File: src/rtl/sfpio_pkg.sv
package sfpio_pkg;
    localparam int unsigned PIO_PINS = 2;
    localparam int unsigned PIO_SYNC = 2;

    typedef enum logic {
        MODE_CTRL = 1'b0,
        MODE_DATA = 1'b1
    } pio_mode_e;
endpackage

File: src/rtl/sfpio_sync.sv
module sfpio_sync #(
    parameter int unsigned W      = 2,
    parameter int unsigned STAGES = 2
) (
    input  logic         clk,
    input  logic         rst_n,
    input  logic [W-1:0] async_in,
    output logic [W-1:0] sync_out
);
    logic [W-1:0] chain_q [STAGES];
    logic [W-1:0] chain_d [STAGES];

    always_comb begin
        chain_d[0] = async_in;
        for (int i = 1; i < STAGES; i++) begin
            chain_d[i] = chain_q[i-1];
        end
    end

    always_ff @(posedge clk or negedge rst_n) begin
        if (!rst_n) begin
            for (int i = 0; i < STAGES; i++) begin
                chain_q[i] <= '0;
            end
        end else begin
            for (int i = 0; i < STAGES; i++) begin
                chain_q[i] <= chain_d[i];
            end
        end
    end

    assign sync_out = chain_q[STAGES-1];

    // the last stage follows the one before it by exactly one clock
    if (STAGES > 1) begin : g_chk
        p_stage_follow_r3: assert property (@(posedge clk) disable iff (!rst_n)
            1'b1 |=> chain_q[STAGES-1] == $past(chain_q[STAGES-2]));
    end
endmodule

File: src/rtl/sfpio_edge.sv
module sfpio_edge (
    input  logic clk,
    input  logic rst_n,
    input  logic level,
    output logic rise
);
    logic prev_d, prev_q;

    always_comb prev_d = level;

    always_ff @(posedge clk or negedge rst_n) begin
        if (!rst_n) prev_q <= 1'b1;
        else        prev_q <= prev_d;
    end

    assign rise = level & ~prev_q;
endmodule

File: src/rtl/sfpio_core.sv
module sfpio_core
    import sfpio_pkg::*;
#(
    parameter int unsigned W = 2
) (
    input  logic         clk,
    input  logic         rst_n,
    input  logic         frame_rise,
    input  logic         bit_rise,
    input  pio_mode_e    mode,
    input  logic [W-1:0] wr_data,
    input  logic [W-1:0] pins_sync,
    output logic [W-1:0] latch,
    output logic [W-1:0] rd_bits
);
    typedef struct packed {
        logic [W-1:0] lat;
        logic [W-1:0] hold;
        logic [W-1:0] rd;
        logic         armed;
    } core_st_t;

    core_st_t st_d, st_q;

    always_comb begin
        st_d = st_q;
        if (mode == MODE_DATA) begin
            st_d.armed = 1'b0;
            if (frame_rise) begin
                st_d.lat  = wr_data;
                st_d.rd   = st_q.hold;
                st_d.hold = pins_sync;
            end
        end else begin
            if (frame_rise) begin
                st_d.armed = 1'b1;
            end else if (bit_rise && st_q.armed) begin
                st_d.rd    = pins_sync;
                st_d.armed = 1'b0;
            end
        end
    end

    always_ff @(posedge clk or negedge rst_n) begin
        if (!rst_n) begin
            st_q.lat   <= '1;
            st_q.hold  <= '0;
            st_q.rd    <= '0;
            st_q.armed <= 1'b0;
        end else begin
            st_q <= st_d;
        end
    end

    assign latch   = st_q.lat;
    assign rd_bits = st_q.rd;

    // a data-mode frame edge loads the write value
    p_data_write_r2: assert property (@(posedge clk) disable iff (!rst_n)
        (frame_rise && mode == MODE_DATA) |=> latch == $past(wr_data));

    // the latches change only on a data-mode frame edge
    p_ctrl_hold_r6: assert property (@(posedge clk) disable iff (!rst_n)
        !(frame_rise && mode == MODE_DATA) |=> $stable(latch));

    // outside frame edges, data mode never alters the read-back
    p_data_no_bitclk_r5: assert property (@(posedge clk) disable iff (!rst_n)
        (mode == MODE_DATA && !frame_rise) |=> $stable(rd_bits));

    // an armed control-mode bit edge captures the synchronized pins
    p_ctrl_sample_r7: assert property (@(posedge clk) disable iff (!rst_n)
        (mode == MODE_CTRL && !frame_rise && bit_rise && st_q.armed)
        |=> rd_bits == $past(pins_sync));

    // an unarmed control-mode bit edge is ignored
    p_ctrl_once_r7: assert property (@(posedge clk) disable iff (!rst_n)
        (mode == MODE_CTRL && !frame_rise && !st_q.armed) |=> $stable(rd_bits));
endmodule

File: src/rtl/sfpio_top.sv
module sfpio_top
    import sfpio_pkg::*;
#(
    parameter int unsigned PINS   = PIO_PINS,
    parameter int unsigned STAGES = PIO_SYNC
) (
    input  logic            clk,
    input  logic            rst_n,
    input  logic            fsync,
    input  logic            sclk,
    input  logic            data_mode,
    input  logic [PINS-1:0] wr_data,
    input  logic [PINS-1:0] pad_in,
    output logic [PINS-1:0] pad_rel,
    output logic [PINS-1:0] rd_bits
);
    logic            frame_rise;
    logic            bit_rise;
    logic [PINS-1:0] pins_sync;
    pio_mode_e       mode;

    assign mode = data_mode ? MODE_DATA : MODE_CTRL;

    sfpio_sync #(.W(PINS), .STAGES(STAGES)) u_sync (
        .clk      (clk),
        .rst_n    (rst_n),
        .async_in (pad_in),
        .sync_out (pins_sync)
    );

    sfpio_edge u_fedge (
        .clk   (clk),
        .rst_n (rst_n),
        .level (fsync),
        .rise  (frame_rise)
    );

    sfpio_edge u_bedge (
        .clk   (clk),
        .rst_n (rst_n),
        .level (sclk),
        .rise  (bit_rise)
    );

    sfpio_core #(.W(PINS)) u_core (
        .clk        (clk),
        .rst_n      (rst_n),
        .frame_rise (frame_rise),
        .bit_rise   (bit_rise),
        .mode       (mode),
        .wr_data    (wr_data),
        .pins_sync  (pins_sync),
        .latch      (pad_rel),
        .rd_bits    (rd_bits)
    );
endmodule

File: config.mk
export PLATFORM = sky130hd
export DESIGN_NAME = sfpio_top
export DESIGN_NICKNAME = d
export VERILOG_FILES = /design/src/rtl/sfpio_pkg.sv /design/src/rtl/sfpio_sync.sv /design/src/rtl/sfpio_edge.sv /design/src/rtl/sfpio_core.sv /design/src/rtl/sfpio_top.sv
export SDC_FILE = /design/constraint.sdc
export NUM_CORES = 1
export LEC_CHECK = 0
export ABC_AREA = 1
export BUFFER_PORTS_ARGS = -buffer_cell sky130_fd_sc_hd__buf_2
export CORE_MARGIN = 2
export CORE_UTILIZATION = 30
export CTS_CLUSTER_SIZE = 8
export DETAILED_ROUTE_END_ITERATION = 7
export PLACE_DENSITY = 0.47
export SLEW_MARGIN = 20
export SYNTH_ARGS = -nofsm -noshare
export SYNTH_HDL_FRONTEND = slang
export SYNTH_HIERARCHICAL = 1
export SYNTH_SLANG_ARGS = --single-unit
File: constraint.sdc
create_clock -name clk -period 2 [get_ports clk]
set_clock_uncertainty 0.2 [all_clocks]
set_input_delay 0.1 -clock clk [delete_from_list [all_inputs] [get_ports clk]]
set_output_delay 0.1 -clock clk [all_outputs]
set_load 0.01 [all_outputs]
---- After elaboration in Yosys (flattened, before gate mapping) ----
Index checks and enable logic that the tools add are counted.
cells by class
  reduce and logical (&&, ||, !) cells .... 5
  equality and inequality tests ........... 2
  bitwise logic cells ..................... 4
  muxes and demuxes ....................... 6
operators by type and width
  operator                                                         count
  3-bit 2-to-1 mux                                                 2
  2-bit 2-to-1 mux                                                 2
  3-bit AND reduction                                              1
  3-bit nonzero test                                               1
  1-bit AND                                                        2
  1-bit 2-to-1 mux                                                 2
  2-bit by 1-bit != test with 1-bit output, second input constant  1
  2-bit != test, second input constant                             1
  1-bit NOT                                                        2
  2-bit AND reduction                                              1
  2-bit nonzero test                                               1
  1-bit logical AND                                                1
word-level totals
  register bits ........................... 13

---- Longest topological paths before layout ----
Gate-level depths: netlist of the first run.
  word-level depth ........................ 6
  depth in mapped cells ................... 8
  depth with buffers taken out ............ 8

---- Cells and area by module ----
The synthesis of the first run kept the hierarchy.
by module, submodules not included
  module      area an instance (um2)  cells each  instances
  sfpio_core  361.6                   43          1
  sfpio_sync  100.1                   4           1
  sfpio_edge  36.3                    3           2

---- Worst setup path before layout of the first run ----
OpenSTA, ideal clock, no wires.
  path kind ............................... register to register
  from .................................... register u_fedge.prev_q
  to ...................................... register u_core.st_q, in the netlist u_core/rd_bits[0]
  path buffers ............................ 0
  cell stages (with the launch flop) ...... 7
  library setup time ...................... 117 ps
  data required time ...................... 1683 ps
  path slack .............................. 848 ps
  clock period less this slack ............ 1152 ps
  arrival time ............................ 835 ps
  cells stage by stage .................... dfstp_2 nor2_2 nor2_2 nand2_2 nand2_2 nand2_1 nand2_1
between the ends
  word-level cells in the longest chain between the ends .. 4
  elaborated cells between the ends (all ways) .. 6
RTL lines
  element                                                                                  line              text
  start, declared                                                                          sfpio_edge.sv:7   logic prev_d, prev_q;
  start signal, assigned                                                                   sfpio_edge.sv:13  else prev_q <= prev_d;
  1-bit NOT *                                                                              sfpio_edge.sv:16  assign rise = level & ~prev_q;
  1-bit AND *                                                                              sfpio_edge.sv:16
  via frame_rise                                                                           sfpio_top.sv:17   logic frame_rise;
  2-bit by 1-bit != test with 1-bit output (no source line), or another cell as far along  n/a
  3-bit AND reduction (no source line) *                                                   n/a
  end signal, assigned                                                                     sfpio_core.sv:51  st_q <= st_d;
  end, declared                                                                            sfpio_core.sv:23  core_st_t st_d, st_q;
Mark *: on every way through the listed nets, which the timed path passes. The rest lies on a longest branch.
A chain may end at the register's enable or synchronous reset.

---- Final worst setup path of the first run ----
  from .................................... input fsync
  to ...................................... register u_core.st_q, in the netlist u_core/latch[1]
between the ends
  word-level cells in the longest chain between the ends .. 2
RTL lines
  element                               line              text
  start, declared                       sfpio_top.sv:9    input logic fsync,
  1-bit AND                             sfpio_edge.sv:16
  via frame_rise                        sfpio_top.sv:17
  2-bit AND reduction (no source line)  n/a
The timed path passes the listed nets, and every way through them passes these cells.

==> results.py, run 1 <==
metrics = {
    "timing": {
        "tightest_slew_ns": 0.295,
        "hold_ws_ns": 0.0359,
        "hold_viol": 0,
        "finalCritPeriodShare_pct": 86.6,
        "drv_slew": 0,
        "tns_ns": 0,
        "slew_headroom_pct": 80.3,
        "rsz0062_at_grt": "false",
        "max_freq_ghz": 0.577,
        "period_needed_ns": 1.73,
        "finalSetupViolations": 0,
    },
    "global_route": {
        "grt_pass1_vias": 297,
        "grt_overflow": 0,
        "grt_pass1_wl_um": 1230,
        "track_usage_pct": 8.48,
        "grt_antenna_before_repair": 0,
        "grt_max_degree": 14,
    },
    "drt": {
        "firstDrtPassIters": 2,
        "drt_iter0_drc": 3,
        "wl_per_cell_um": 8.11,
        "met1_length_um": 384,
        "top_layer_used": "met3",
        "viasPerCell": 3.66,
        "via_count": 362,
        "dr_wl_met2_um": 382,
        "drtAntennaViolNets": 0,
        "routed_wl_um": 803,
        "drcViolationCount": 0,
        "dr_wl_met3_um": 36,
    },
    "floorplanning": {
        "dieArea_um2": 2130,
        "ios": 13,
        "num_rows": 15,
        "core_area_um2": 1710,
        "fp.dieH_um": 46.2,
        "start_util_pct": 31.3,
        "die_w_um": 46.2,
    },
    "clocking": {
        "postCtsResizedCells": 0,
        "clock_sinks": 13,
        "clk_pin_slew_worst_paths_ns": 0.07,
        "max-clock-path-buffers": 2,
        "clk_latency_ns": 0.27,
        "tritoncts": "built",
        "cts_root_buf": "clkbuf_4",
        "cts-buffers-inserted": 3,
        "htree_levels": 1,
    },
    "synth": {
        "yosysWarningCount": 6,
        "synth_nets": 62,
        "postSynthAreaPerCell_um2": 10.1,
        "yosysUniqueCellTypes": 14,
        "syn_inst": 53,
        "netlist_top_cells_area": "dfrtp_1, dfstp_2, nand2_1",
        "synth-seq-area-share_pct": 61.8,
        "ys_ff_latch": 13,
        "synth_top_area_share_pct": 42.2,
        "yosys.area.top_type": "dfrtp_1",
        "synth_area_um2": 534,
    },
    "pwr": {
        "pwr-share-seq_pct": 56.4,
        "power.switching_uw": 135,
        "power.internal_uw": 413,
        "comb_power_share_pct": 15.6,
        "leakage_nw": 0.363,
        "p_clk_share_pct": 28.0,
        "pwr_density_cell_nw_per_um2": 770,
        "ir_worst_vdd_v": 0.000370,
        "swShare_pct": 24.6,
    },
    "critical_path": {
        "end_kind": "flop",
        "cp.required_ns": 2.01,
        "slowest_delay_ns": 0.56,
        "r2r_start": "u_fedge/prev_q",
        "critPathMostFrequentCell": "dlygate4sd3_1",
        "cp_max_fo": 5,
        "critPathLaunch": "fsync",
        "cp_slowest_cell": "dlygate4sd3_1",
        "worstSetupPathType": "in2reg",
        "worstPathArrival_ns": 1.75,
        "path_cells": "dlygate4sd3_1, buf_2, inv_1, nor2_2, nand3_1, dlygate4sd3_1, nand2_1",
        "worst_setup_path_start_kind": "input port",
    },
    "final_layout": {
        "fillCellCount": 171,
        "fin_area_um2": 712,
        "drive_gt1_share_pct": 35.1,
        "diodes": 0,
        "final_common_cell": "nand2_1",
        "final_cell_mix": "nand2_1, buf_2, dlygate4sd3_1",
        "layout-area-overhead-vs-synth_pct": 33.3,
        "layout.nets": 84,
    },
    "outcome": {
        "status": "finished clean",
    },
    "place": {
        "gp_congestion": 0.751,
        "port_buffers": 12,
        "place_area_um2": 584,
        "hpwl_um": 559,
    },
    "min_path": {
        "hp-class": "in2async",
    },
    "flow_run": {
        "maxCapViolations": 0,
    },
}
through the flow:
stage | cells | power (mW) | utilization, % | setup WS [ns]
floorplan | 53 | 0.377 | - | 0.848
global placement | 85 | 0.388 | 34.2 | 0.781
detailed placement | 85 | 0.389 | 34.2 | 0.771
CTS | 99 | 0.562 | 41.7 | 0.278
global route | 99 | 0.587 | 41.7 | 0.198
finish | 99 | 0.548 | 41.7 | 0.268
timing repair:
item,CTS,global route
hold buffers,10,0
hold endpoints to repair,20,0
setup buffers,0,0
metal layers:
metal  track usage (%)  vias up
met4              1.71        0
met2              12.2        7
met5                 0        -
met1              10.4      154
met3              5.88        0
li1                  -      201
final timing paths:
path | endpoint | slack (ns) | cells past startpoint
worst max-delay path | u_core/latch[1] | 0.27 | 7
worst min-delay path | u_core/rd_bits[1] | 0.04 | 2
worst max register to register | u_core/latch[1] | 0.37 | 4
worst min register to register | u_sync/sync_out[1] | 0.15 | 0
max in group asynchronous | u_core/latch[1] | 1.29 | 2
min in group clk | u_sync/sync_out[1] | 0.15 | 0
registers in the layout, summed over array words and instances (netlist names):
| signal | cells |
|---|---|
| u_fedge/prev_q | 1 |
| u_sync/chain_d | 2 |
| u_core/st_q | 3 |
| u_core/rd_bits | 2 |
| u_bedge/prev_q | 1 |
| u_core/latch | 2 |
| u_sync/sync_out | 2 |
cell type report:
class	count	area [um2]	share of cell area, %
clock buffer	3	22.5	3.16
clock inverter	1	5.00	0.703
inverter	6	22.5	3.16
multi-input combinational	29	140	19.7
sequential	13	330	46.4
tap	25	31.3	4.39
timing repair buffer	22	160	22.5
cells in the mapped netlist, drive strengths merged:
cell type	number
nand2	16
dfrtp	9
inv	6
buf	5
dfstp	4
nand3	4
nor2	4
o21ai	4
a21oi	1
cells by family (layout without fill, tap and decap cells):
group / after synthesis / count (layout) / synth area share (%)
DFF: 13 / 13 / 61.8
AOI/OAI and AO/OA: 5 / 5 / 4.68
buffers and inverters: 11 / 32 / 11.9
and+or+nand+nor: 24 / 24 / 21.5
power groups by stage:
stage	sequential, mW	clock [mW]	combinational, mW
3_5_place_dp	0.315	0	0.0739
5_1_grt	0.312	0.175	0.100
2_1_floorplan	0.312	0	0.0646
4_1_cts	0.310	0.165	0.0874
3_3_place_gp	0.315	0	0.0737
6_report	0.309	0.153	0.0857
worst max-delay path, delay by kind of cell:
family | cells | cell delay, ns
and+or+nand+nor | 3 | 0.43
buffers and inverters | 4 | 1.22
Power figures use the tool's default switching activity.
==> run 2, diff against run 1 <==
--- a/config.mk
+++ b/config.mk
@@ -12,6 +12,7 @@
 export CTS_CLUSTER_SIZE = 8
 export DETAILED_ROUTE_END_ITERATION = 7
 export PLACE_DENSITY = 0.47
+export RECOVER_POWER = 50
 export SLEW_MARGIN = 20
 export SYNTH_ARGS = -nofsm -noshare
 export SYNTH_HDL_FRONTEND = slang
==> results.py, run 2 (synthesized netlist as in run 1, its figures left out) <==
metrics = {
    "timing": {
        "finalCritPeriodShare_pct": 86.6,
        "finalSetupViolations": 0,
        "max_freq_ghz": 0.577,
        "drv_slew": 0,
        "hold_viol": 0,
        "slew_headroom_pct": 55.9,
        "setup_ws_ns": 0.268,
        "period_needed_ns": 1.73,
        "rsz0062_at_grt": "false",
        "tightest_slew_ns": 0.661,
        "tns_ns": 0,
    },
    "place": {
        "port_buffers": 12,
        "gp_congestion": 0.751,
        "hpwl_um": 559,
        "place_area_um2": 584,
        "pre_cts_ws_ns": 0.771,
    },
    "final_layout": {
        "diodes": 0,
        "drive_gt1_share_pct": 32.4,
        "layout-area-overhead-vs-synth_pct": 32.8,
        "regMostFlops": "u_core/st_q",
        "layout.nets": 84,
        "final_common_cell": "nand2_1",
        "largest_register_ffs": 3,
        "fin_area_um2": 709,
        "final_cell_mix": "nand2_1, dlygate4sd3_1, buf_2",
        "fillCellCount": 168,
    },
    "pwr": {
        "ir_worst_vdd_v": 0.000370,
        "pwr_density_cell_nw_per_um2": 771,
        "power_uw": 547,
        "leakage_nw": 0.358,
    },
    "global_route": {
        "grt_pass1_vias": 297,
        "grt_overflow": 0,
        "grt_pass1_wl_um": 1230,
        "track_usage_pct": 8.48,
        "grt_max_degree": 14,
        "grt_antenna_before_repair": 0,
    },
    "critical_path": {
        "cp.required_ns": 2.01,
        "worstSetupPathType": "in2reg",
        "end_kind": "flop",
        "r2r_start": "u_fedge/prev_q",
        "worstPathArrival_ns": 1.75,
        "worst-r2r-cell-count": 4,
        "critPathLaunch": "fsync",
        "reg2reg_to": "u_core/latch[1]",
        "worst_setup_path_start_kind": "input port",
        "cp_max_fo": 5,
        "worstSetupEndpoint": "u_core/latch[1]",
        "r2r_slack_ns": 0.37,
    },
    "clocking": {
        "max-clock-path-buffers": 2,
        "cts-buffers-inserted": 3,
        "clk_pin_slew_worst_paths_ns": 0.07,
        "postCtsResizedCells": 0,
        "htree_levels": 1,
        "cts_root_buf": "clkbuf_4",
        "tritoncts": "built",
        "clock_sinks": 13,
        "clk_latency_ns": 0.27,
    },
    "drt": {
        "drtAntennaViolNets": 0,
        "drt_iter0_drc": 3,
        "viasPerCell": 3.66,
        "routed_wl_um": 799,
        "drcViolationCount": 0,
        "firstDrtPassIters": 2,
        "wl_per_cell_um": 8.07,
        "via_count": 362,
    },
    "floorplanning": {
        "num_rows": 15,
        "dieArea_um2": 2130,
        "start_util_pct": 31.3,
        "fp.dieH_um": 46.2,
        "die_w_um": 46.2,
        "core_area_um2": 1710,
        "ios": 13,
    },
    "outcome": {
        "status": "finished clean",
    },
    "min_path": {
        "hp-class": "reg2reg",
    },
    "flow_run": {
        "maxCapViolations": 0,
    },
}
-- run 2: cell count changes in the layout (fill, tap and decap cells not counted) --
cell	delta
buf_2	-2
clkbuf_1	+2
-- run 2: final cells by class --
class,instances,area (um2),share of cell area [%]
flip-flops and latches,13,330,46.6
repair buffers,22,158,22.2
multi-input cells,29,140,19.8
well taps,25,31.3,4.41
clock buffers,3,22.5,3.17
inverters,6,22.5,3.17
clock inverters,1,5.00,0.705
-- run 2: through the flow --
stage / hold WS [ns] / cells / utilization (%)
2_1_floorplan: -0.396 / 53 / -
3_3_place_gp: -0.201 / 85 / 34.2
3_5_place_dp: -0.200 / 85 / 34.2
4_1_cts: 0.0383 / 99 / 41.7
5_1_grt: 0.162 / 99 / 41.5
6_report: 0.151 / 99 / 41.5
-- run 2: critical path: stages --
cell           delay [ns]
dlygate4sd3_1        0.52
buf_2                0.10
inv_1                0.04
nor2_2               0.24
nand3_1              0.11
dlygate4sd3_1        0.56
nand2_1              0.08
-- run 2: per-layer routing --
| metal | GRT usage [%] | share of wire [%] | vias to the layer above |
|---|---|---|---|
| li1 | - | - | 201 |
| met1 | 10.4 | 48 | 154 |
| met2 | 12.2 | 48 | 7 |
| met3 | 5.88 | 4.5 | 0 |
| met4 | 1.71 | 0 | 0 |
| met5 | 0 | 0 | - |
-- run 2: how the worst min path moves through the flow --
| stage | cells past startpoint | startpoint | endpoint | slack [ns] |
|---|---|---|---|---|
| CTS | 2 | rst_n | u_sync/sync_out[1] | 0.04 |
| floorplan | 0 | rst_n | u_core/rd_bits[0] | -0.40 |
| global route | 0 | u_sync/chain_d[1] | u_sync/sync_out[1] | 0.16 |
| finish | 0 | u_sync/chain_d[1] | u_sync/sync_out[1] | 0.15 |
| detailed placement | 1 | rst_n | u_core/rd_bits[1] | -0.20 |
| global placement | 1 | rst_n | u_core/rd_bits[1] | -0.20 |
-- run 2: report_power, final --
part | switching [mW] | internal, mW | leakage, nW | total [mW]
logic | 0.0434 | 0.0418 | 0.188 | 0.0852
clock network | 0.0792 | 0.0740 | 0.0177 | 0.153
registers | 0.0120 | 0.297 | 0.152 | 0.309
total | 0.135 | 0.413 | 0.358 | 0.547
-- run 2: repair_timing --
| item | CTS | global route |
|---|---|---|
| buffers inserted | 0 | 0 |
| setup endpoints to repair | 0 | 0 |
| hold buffers | 10 | 0 |
| endpoints found under the hold margin | 20 | 0 |
==> run 3, diff against run 2 <==
--- a/config.mk
+++ b/config.mk
@@ -11,7 +11,7 @@
 export CORE_UTILIZATION = 30
 export CTS_CLUSTER_SIZE = 8
 export DETAILED_ROUTE_END_ITERATION = 7
-export PLACE_DENSITY = 0.47
+export MAX_ROUTING_LAYER = met4
 export RECOVER_POWER = 50
 export SLEW_MARGIN = 20
 export SYNTH_ARGS = -nofsm -noshare
==> results.py, run 3 (synthesized netlist as in run 1, its figures left out) <==
metrics = {
    "drt": {
        "via_count": 392,
        "firstDrtPassIters": 2,
        "viasPerCell": 3.96,
        "drt_iter0_drc": 5,
        "drtAntennaViolNets": 0,
        "drcViolationCount": 0,
        "wl_per_cell_um": 8.15,
        "routed_wl_um": 807,
    },
    "timing": {
        "finalSetupViolations": 0,
        "hold_ws_ns": 0.154,
        "max_freq_ghz": 0.570,
        "drv_slew": 0,
        "finalCritPeriodShare_pct": 87.7,
        "rsz0062_at_grt": "false",
        "period_needed_ns": 1.75,
        "tns_ns": 0,
        "slew_headroom_pct": 56.2,
        "hold_viol": 0,
        "tightest_slew_ns": 0.657,
    },
    "critical_path": {
        "path_delay_family": "buffers and inverters",
        "worstSetupPathType": "in2reg",
        "path_cells": "dlygate4sd3_1, clkbuf_1, inv_1, nor2_2, nand3_1, dlygate4sd3_1, nand2_1",
        "slowest_delay_ns": 0.57,
        "cp_slowest_cell": "dlygate4sd3_1",
        "crit_buf_inv": 4,
        "end_kind": "flop",
        "worstPathArrival_ns": 1.77,
        "worst_setup_path_start_kind": "input port",
        "cp.required_ns": 2.02,
        "cp_max_fo": 5,
        "critPathMostFrequentCell": "dlygate4sd3_1",
    },
    "floorplanning": {
        "die_w_um": 46.2,
        "num_rows": 15,
        "ios": 13,
        "dieArea_um2": 2130,
        "fp.dieH_um": 46.2,
        "core_area_um2": 1710,
        "start_util_pct": 31.3,
    },
    "clocking": {
        "cts-buffers-inserted": 3,
        "clock_sinks": 13,
        "post_cts_buffers": 0,
        "cts_root_buf": "clkbuf_4",
        "clk_pin_slew_worst_paths_ns": 0.08,
        "tritoncts": "built",
        "htree_levels": 1,
        "clk_latency_ns": 0.27,
        "max-clock-path-buffers": 2,
    },
    "final_layout": {
        "largest_register_ffs": 3,
        "layout.cells.non_filler": 99,
        "final_cell_mix": "nand2_1, dlygate4sd3_1, buf_2, dfrtp_1, inv_1",
        "layout.nets": 84,
        "drive_gt1_share_pct": 31.1,
        "final_common_cell": "nand2_1",
        "regMostFlops": "u_core/st_q",
        "layout-area-overhead-vs-synth_pct": 32.6,
        "diodes": 0,
    },
    "flow_run": {
        "maxCapViolations": 0,
    },
    "global_route": {
        "grt_pass1_vias": 356,
        "track_usage_pct": 10.6,
        "grt_max_degree": 14,
        "grt_pass1_wl_um": 1430,
        "grt_antenna_before_repair": 0,
        "grt_overflow": 0,
    },
    "outcome": {
        "status": "finished clean",
    },
    "place": {
        "dp_cells": 85,
        "gp_congestion": 0.680,
        "port_buffers": 12,
    },
    "pwr": {
        "pwr_density_cell_nw_per_um2": 783,
        "ir_worst_vdd_v": 0.000561,
        "leakage_nw": 0.355,
    },
    "min_path": {
        "hp-class": "reg2reg",
    },
}
[run 3: cell type report]
class / count / area [um2]
fillers: 175 / 1000
flip-flops and latches: 13 / 330
repair buffers: 22 / 156
multi-input cells: 29 / 140
well taps: 25 / 31.3
clock buffers: 3 / 22.5
inverters: 6 / 22.5
clock inverters: 1 / 5.00
[run 3: timing repair]
action | CTS | global route
endpoints found under the hold margin | 20 | 0
hold buffers | 10 | 0
gates resized for setup | 0 | 0
[run 3: final timing paths]
check	startpoint	endpoint	slack, ns	cells past startpoint
worst max-delay path	fsync	u_core/latch[1]	0.25	7
worst min-delay path	u_sync/chain_d[1]	u_sync/sync_out[1]	0.15	0
worst max register to register	u_fedge/prev_q	u_core/latch[1]	0.37	4
worst min register to register	u_sync/chain_d[1]	u_sync/sync_out[1]	0.15	0
max in group asynchronous	rst_n	u_sync/chain_d[0]	1.02	2
min in group asynchronous	rst_n	u_core/st_q[0]	0.16	2
[run 3: worst register-to-register path, stage by stage, from the launching register on]
cell and delay [ns]:
dfstp_2 0.37, nor2_2 0.25, nand3_1 0.11, dlygate4sd3_1 0.57, nand2_1 0.08
[run 3: report_power, final]
group          internal, mW  switching, mW  leakage [nW]
logic                0.0415         0.0439         0.185
clock network        0.0741         0.0845        0.0177
registers             0.297         0.0132         0.152
[run 3: stage by stage]
step | power [mW] | instance area, um2 | utilization, % | worst slack [ns]
2_1_floorplan | 0.377 | 534 | - | 0.848
3_3_place_gp | 0.387 | 584 | 34.2 | 0.801
3_5_place_dp | 0.390 | 584 | 34.2 | 0.789
4_1_cts | 0.565 | 712 | 41.7 | 0.284
5_1_grt | 0.591 | 708 | 41.5 | 0.142
6_report | 0.554 | 708 | 41.5 | 0.245
[run 3: routing by layer]
metal	share of wire [%]	vias to the layer above	global-route usage [%]
met5	0	-	-
met2	49	10	15.3
met1	43	180	11.1
met4	2.1	0	8.57
li1	-	200	-
met3	5.5	2	4.71
